<file path="src/rtl/flash_stat_pkg.sv">
package flash_stat_pkg;
  localparam int BYTE_W = 8;
  localparam int FILL_W = 6;

  typedef enum logic [1:0] {
    PH_IDLE   = 2'd0,
    PH_BUSY   = 2'd1,
    PH_SETTLE = 2'd2
  } phase_e;

  function automatic logic [BYTE_W-1:0] pack_status(
    input logic poll, input logic tog, input logic [FILL_W-1:0] fill);
    return {poll, tog, fill};
  endfunction
endpackage

</file>
<file path="src/rtl/fs_edge_det.sv">
module fs_edge_det #(
  parameter int W = 2
) (
  input  logic         clk,
  input  logic         rst_n,
  input  logic [W-1:0] sig_i,
  output logic [W-1:0] prev_o
);
  for (genvar g = 0; g < W; g++) begin : g_bit
    always_ff @(posedge clk) begin
      if (!rst_n) prev_o[g] <= 1'b0;
      else        prev_o[g] <= sig_i[g];
    end
  end
endmodule

</file>
<file path="src/rtl/fs_op_track.sv">
module fs_op_track (
  input  logic clk,
  input  logic rst_n,
  input  logic start_i,
  input  logic busy_i,
  input  logic rd_ev_i,
  input  logic op_erase_i,
  input  logic prog_msb_i,
  output logic poll_o,
  output logic tog_o
);
  logic erase_q, msb_q, tog_q;

  always_ff @(posedge clk) begin
    if (!rst_n) begin
      erase_q <= 1'b0;
      msb_q   <= 1'b0;
      tog_q   <= 1'b0;
    end else if (start_i) begin
      erase_q <= op_erase_i;
      msb_q   <= prog_msb_i;
      tog_q   <= rd_ev_i;
    end else if (busy_i && rd_ev_i) begin
      tog_q   <= ~tog_q;
    end
  end

  always_comb begin
    if (start_i) poll_o = op_erase_i ? 1'b0 : ~prog_msb_i;
    else         poll_o = erase_q    ? 1'b0 : ~msb_q;
    tog_o = start_i ? 1'b0 : tog_q;
  end
endmodule

</file>
<file path="src/rtl/fs_settle_timer.sv">
module fs_settle_timer #(
  parameter int SETTLE_CYC = 50
) (
  input  logic clk,
  input  logic rst_n,
  input  logic start_i,
  input  logic fall_i,
  output logic settling_o
);
  localparam int CW = (SETTLE_CYC < 2) ? 1 : $clog2(SETTLE_CYC);
  localparam logic [CW-1:0] LOAD = CW'(SETTLE_CYC - 1);

  logic [CW-1:0] cnt_q;

  always_ff @(posedge clk) begin
    if (!rst_n)                cnt_q <= '0;
    else if (start_i)          cnt_q <= '0;
    else if (fall_i)           cnt_q <= LOAD;
    else if (cnt_q != '0)      cnt_q <= cnt_q - 1'b1;
  end

  assign settling_o = fall_i || (cnt_q != '0);
endmodule

</file>
<file path="src/rtl/flash_status_unit.sv">
module flash_status_unit
  import flash_stat_pkg::*;
#(
  parameter int                SETTLE_CYC = 50,
  parameter logic [FILL_W-1:0] LOW_FILL   = '1
) (
  input  logic              clk,
  input  logic              rst_n,
  input  logic              busy_i,
  input  logic              op_erase_i,
  input  logic              prog_msb_i,
  input  logic              rd_req_i,
  input  logic [BYTE_W-1:0] array_data_i,
  output logic              rd_valid_o,
  output logic [BYTE_W-1:0] rd_data_o
);
  logic [1:0]        prev;
  logic              rd_ev, start, fall, settling, poll_now, tog_now;
  phase_e            phase;
  logic [BYTE_W-1:0] resp;

  fs_edge_det #(.W(2)) u_edge (
    .clk(clk), .rst_n(rst_n), .sig_i({rd_req_i, busy_i}), .prev_o(prev)
  );

  assign rd_ev = rd_req_i & ~prev[1];
  assign start = busy_i   & ~prev[0];
  assign fall  = ~busy_i  &  prev[0];

  fs_op_track u_track (
    .clk(clk), .rst_n(rst_n), .start_i(start), .busy_i(busy_i),
    .rd_ev_i(rd_ev), .op_erase_i(op_erase_i), .prog_msb_i(prog_msb_i),
    .poll_o(poll_now), .tog_o(tog_now)
  );

  fs_settle_timer #(.SETTLE_CYC(SETTLE_CYC)) u_settle (
    .clk(clk), .rst_n(rst_n), .start_i(start), .fall_i(fall),
    .settling_o(settling)
  );

  always_comb begin
    if (busy_i)        phase = PH_BUSY;
    else if (settling) phase = PH_SETTLE;
    else               phase = PH_IDLE;
  end

  always_comb begin
    unique case (phase)
      PH_BUSY:   resp = pack_status(poll_now, tog_now, LOW_FILL);
      PH_SETTLE: resp = pack_status(array_data_i[BYTE_W-1], tog_now, LOW_FILL);
      default:   resp = array_data_i;
    endcase
  end

  always_ff @(posedge clk) begin
    if (!rst_n) begin
      rd_valid_o <= 1'b0;
      rd_data_o  <= '0;
    end else begin
      rd_valid_o <= rd_ev;
      if (rd_ev) rd_data_o <= resp;
    end
  end
endmodule

</file>
<file path="config.mk">
export PLATFORM = sky130hd
export DESIGN_NAME = flash_status_unit
export DESIGN_NICKNAME = d
export VERILOG_FILES = /design/src/rtl/flash_stat_pkg.sv /design/src/rtl/fs_edge_det.sv /design/src/rtl/fs_op_track.sv /design/src/rtl/fs_settle_timer.sv /design/src/rtl/flash_status_unit.sv
export SDC_FILE = /design/constraint.sdc
export NUM_CORES = 1
export LEC_CHECK = 0
export BUFFER_PORTS_ARGS = -buffer_cell sky130_fd_sc_hd__buf_2
export CAP_MARGIN = 20
export CORE_UTILIZATION = 45
export DETAILED_ROUTE_END_ITERATION = 8
export PLACE_DENSITY = 0.69
export SLEW_MARGIN = 10
export SYNTH_ARGS = -nofsm -noshare
export SYNTH_HDL_FRONTEND = slang
export SYNTH_HIERARCHICAL = 1
export SYNTH_SLANG_ARGS = --single-unit
</file>
<file path="constraint.sdc">
create_clock -name clk -period 1.9 [get_ports clk]
set_clock_uncertainty 0.05 [all_clocks]
set_input_delay 0.19 -clock clk [delete_from_list [all_inputs] [get_ports clk]]
set_output_delay 0.19 -clock clk [all_outputs]
set_load 0.01 [all_outputs]
</file>
==> impl_metrics.tcl <==
set metrics [dict create \
    first_iter_violations 7 \
    rows 15 \
    stdcell_area_um2 1080 \
    antenna_found_initial 0 \
    grt_start_max_net_pins 17 \
    ir_drop_mv 1.03 \
    cts_made_buffers 3 \
    cts.root.buffer_cell "clkbuf_4" \
    seq_area_frac_synth_pct 44.5 \
    synth_area_um2 900 \
    path_buf_inv 0 \
    fillerInstances 169 \
    utilization_pct 59.7 \
    min_path_type "in2reg" \
    synth_nets 106 \
    p_leak_nw 0.484 \
    die_h_um 46.7 \
    grt_pass1_wl_mm 2.50 \
    crit_required_ns 2.04 \
    slowest_delay_ns 0.45 \
    slew_viol_final 0 \
    crit_fanout 6 \
    route.detailed.drc 0 \
    synth_ff_type "dfxtp_1" \
    clock_sinks 20 \
    cp-start-kind "flip-flop" \
    synth_cell_types 35 \
    synthTopCellsByArea "dfxtp_1, o221a_1, mux2i_1" \
    crit_path_end_kind "flip-flop" \
    max_freq_mhz 554 \
    tightest_slew_ns 0.607 \
    timing.final.ws_setup_ns 0.0941 \
    crit_chain "or3_1 -> or3_2 -> nor2_4 -> nand2_4 -> o221a_1" \
    wl_mm 1.60 \
    async_reset_ff_share_pct 0 \
    synth-edff-count 0 \
    hold_path_startpoint "rd_req_i" \
    syn2layout_area_growth_pct 19.6 \
    reg2reg_from "u_settle/cnt_q[3]" \
    yosysTopAreaCellShare_pct 44.5 \
    arrival_ns 1.94 \
    place.gp.congestion 0.772 \
    finalNetCount 133 \
    r2r_cells 5 \
    drive_above_1_share_pct 34.8 \
    worstHoldEndpoint "u_edge/prev_o[1]" \
    grt_usage_pct 16.4 \
    start_util_pct 49.9 \
    fin_cells 140 \
    placed_cells 137 \
    grt.overflow.total 0 \
    core_area_um2 1800 \
    synth_top_area_cell "dfxtp_1" \
    die_w_um 46.7 \
    finalCritPeriodShare_pct 95.0 \
    drv_cap 0 \
    syn_area_per_cell_um2 10.0 \
    setup.worst_path.class "reg2reg" \
    num_io_pins 23 \
    rsz0062_at_grt "no" \
    setup_viol 0 \
    clock_path_buffers 2 \
    hpwl_mm 1.20 \
    slew-limit-headroom_pct 59.5 \
    p_per_area_nw_per_um2 1330 \
    syn_inst 90 \
    finalSetupTns_ns 0 \
    first_global_vias 599 \
    die-area_um2 2180 \
    first_pass_iters 3 \
    cts_max_level 1 \
    ys_ff_latch 20 \
    postPlaceCellArea_um2 1040 \
    critPathTopFamily "simple AND/OR/NAND/NOR gates" \
    r2r_end "rd_data_o[4]" \
    wl_per_cell_um 11.4 \
    post_cts_resized 0 \
    cp_slowest_cell "or3_2" \
    final_hold_viol_count 0 \
    antenna_cells 0 \
    cts_tree "built" \
    cts_setup_buffers 0 \
    rrSetupSlack_ns 0.09 \
    postCtsHoldBufs 0 \
    hold_slack_ns 0.0654 \
    whs_path_depth 2 \
    power.total_mw 1.43 \
    viasPerCell 5.11 \
    ant_nets 0 \
    dp_slack_ns 0.0697 \
    ys_warn_count 6 \
    fin_crit_ns 1.81 \
    port_buffers 22 \
    clock_latency_ns 0.29 \
    outcome "completed" \
    clk_pin_slew_ns 0.10 \
    vias 716 \
]
## kinds of logic after synthesis
logic type / Yosys count / synth area share, %
AO/OA/AOI/OAI: 19 / 16.3
XOR/XNOR: 2 / 1.95
adder cells (fa/ha/maj): 2 / 2.78
buffers and inverters: 7 / 4.87
flip-flops: 20 / 44.5
multiplexers: 4 / 4.45
AND/OR/NAND/NOR: 36 / 25.2
## how the worst max path moves through the flow
stage / startpoint / to / slack [ns] / cells after the start
2_1_floorplan: u_settle/cnt_q[3] / rd_data_o[0] / 0.04 / 6
3_3_place_gp: u_settle/cnt_q[3] / rd_data_o[4] / 0.10 / 5
3_5_place_dp: u_settle/cnt_q[3] / rd_data_o[4] / 0.07 / 5
4_1_cts: u_settle/cnt_q[2] / rd_data_o[4] / 0.04 / 5
5_1_grt: u_settle/cnt_q[1] / rd_data_o[4] / 0.004 / 7
6_report: u_settle/cnt_q[3] / rd_data_o[4] / 0.09 / 5
## cell usage in the layout, fill, tap and decap left out, types with 3 or more instances in the layout
master / count
a21oi_1: 6
and2_1: 3
buf_2: 22
buf_4: 4
clkbuf_4: 3
dfxtp_1: 18
inv_1: 3
mux2i_1: 4
nand2_1: 5
nor2b_1: 3
nor3_1: 5
o221a_1: 6
## layout make-up
type,count,area (um^2),share of cell area (%)
Timing Repair Buffer,26,140,13.0
Sequential cell,20,405,37.7
Tap cell,25,31.3,2.91
Inverter,3,11.3,1.05
Multi-Input combinational cell,63,465,43.3
Clock buffer,3,22.5,2.09
## metal layers
metal	global-route usage [%]	vias up	part of all wire, %	routed length, um
met5	0	-	0	0
met2	26.4	18	45	712
met1	20.6	324	50	798
li1	-	372	-	-
met3	5.88	2	4.5	71
met4	5.14	0	0.75	12
## power breakdown
part	switching [mW]	internal (mW)	total (mW)
combinational	0.334	0.342	0.676
sequential	0.0608	0.507	0.567
clock	0.116	0.0738	0.190
total	0.511	0.923	1.43
## state kept, by name, summed over array words and instances, names as in the netlist
register,flops
u_edge/prev_o,2
rd_valid_o,1
u_track/tog_q,1
u_track/msb_q,1
u_track/erase_q,1
rd_data_o,8
u_settle/cnt_q,6
## synth_stat cells (2+ instances only)
| master | instances |
|---|---|
| a21oi_1 | 6 |
| and2_1 | 3 |
| and2b_1 | 2 |
| buf_6 | 2 |
| dfxtp_1 | 20 |
| ha_1 | 2 |
| inv_1 | 3 |
| mux2i_1 | 4 |
| nand2_1 | 5 |
| nand3_1 | 2 |
| nor2_1 | 2 |
| nor2b_1 | 3 |
| nor2b_4 | 2 |
| nor3_1 | 5 |
| o21ai_0 | 2 |
| o221a_1 | 6 |
| o31ai_1 | 2 |
| xnor2_1 | 2 |
(Power assumes the default switching activity.)
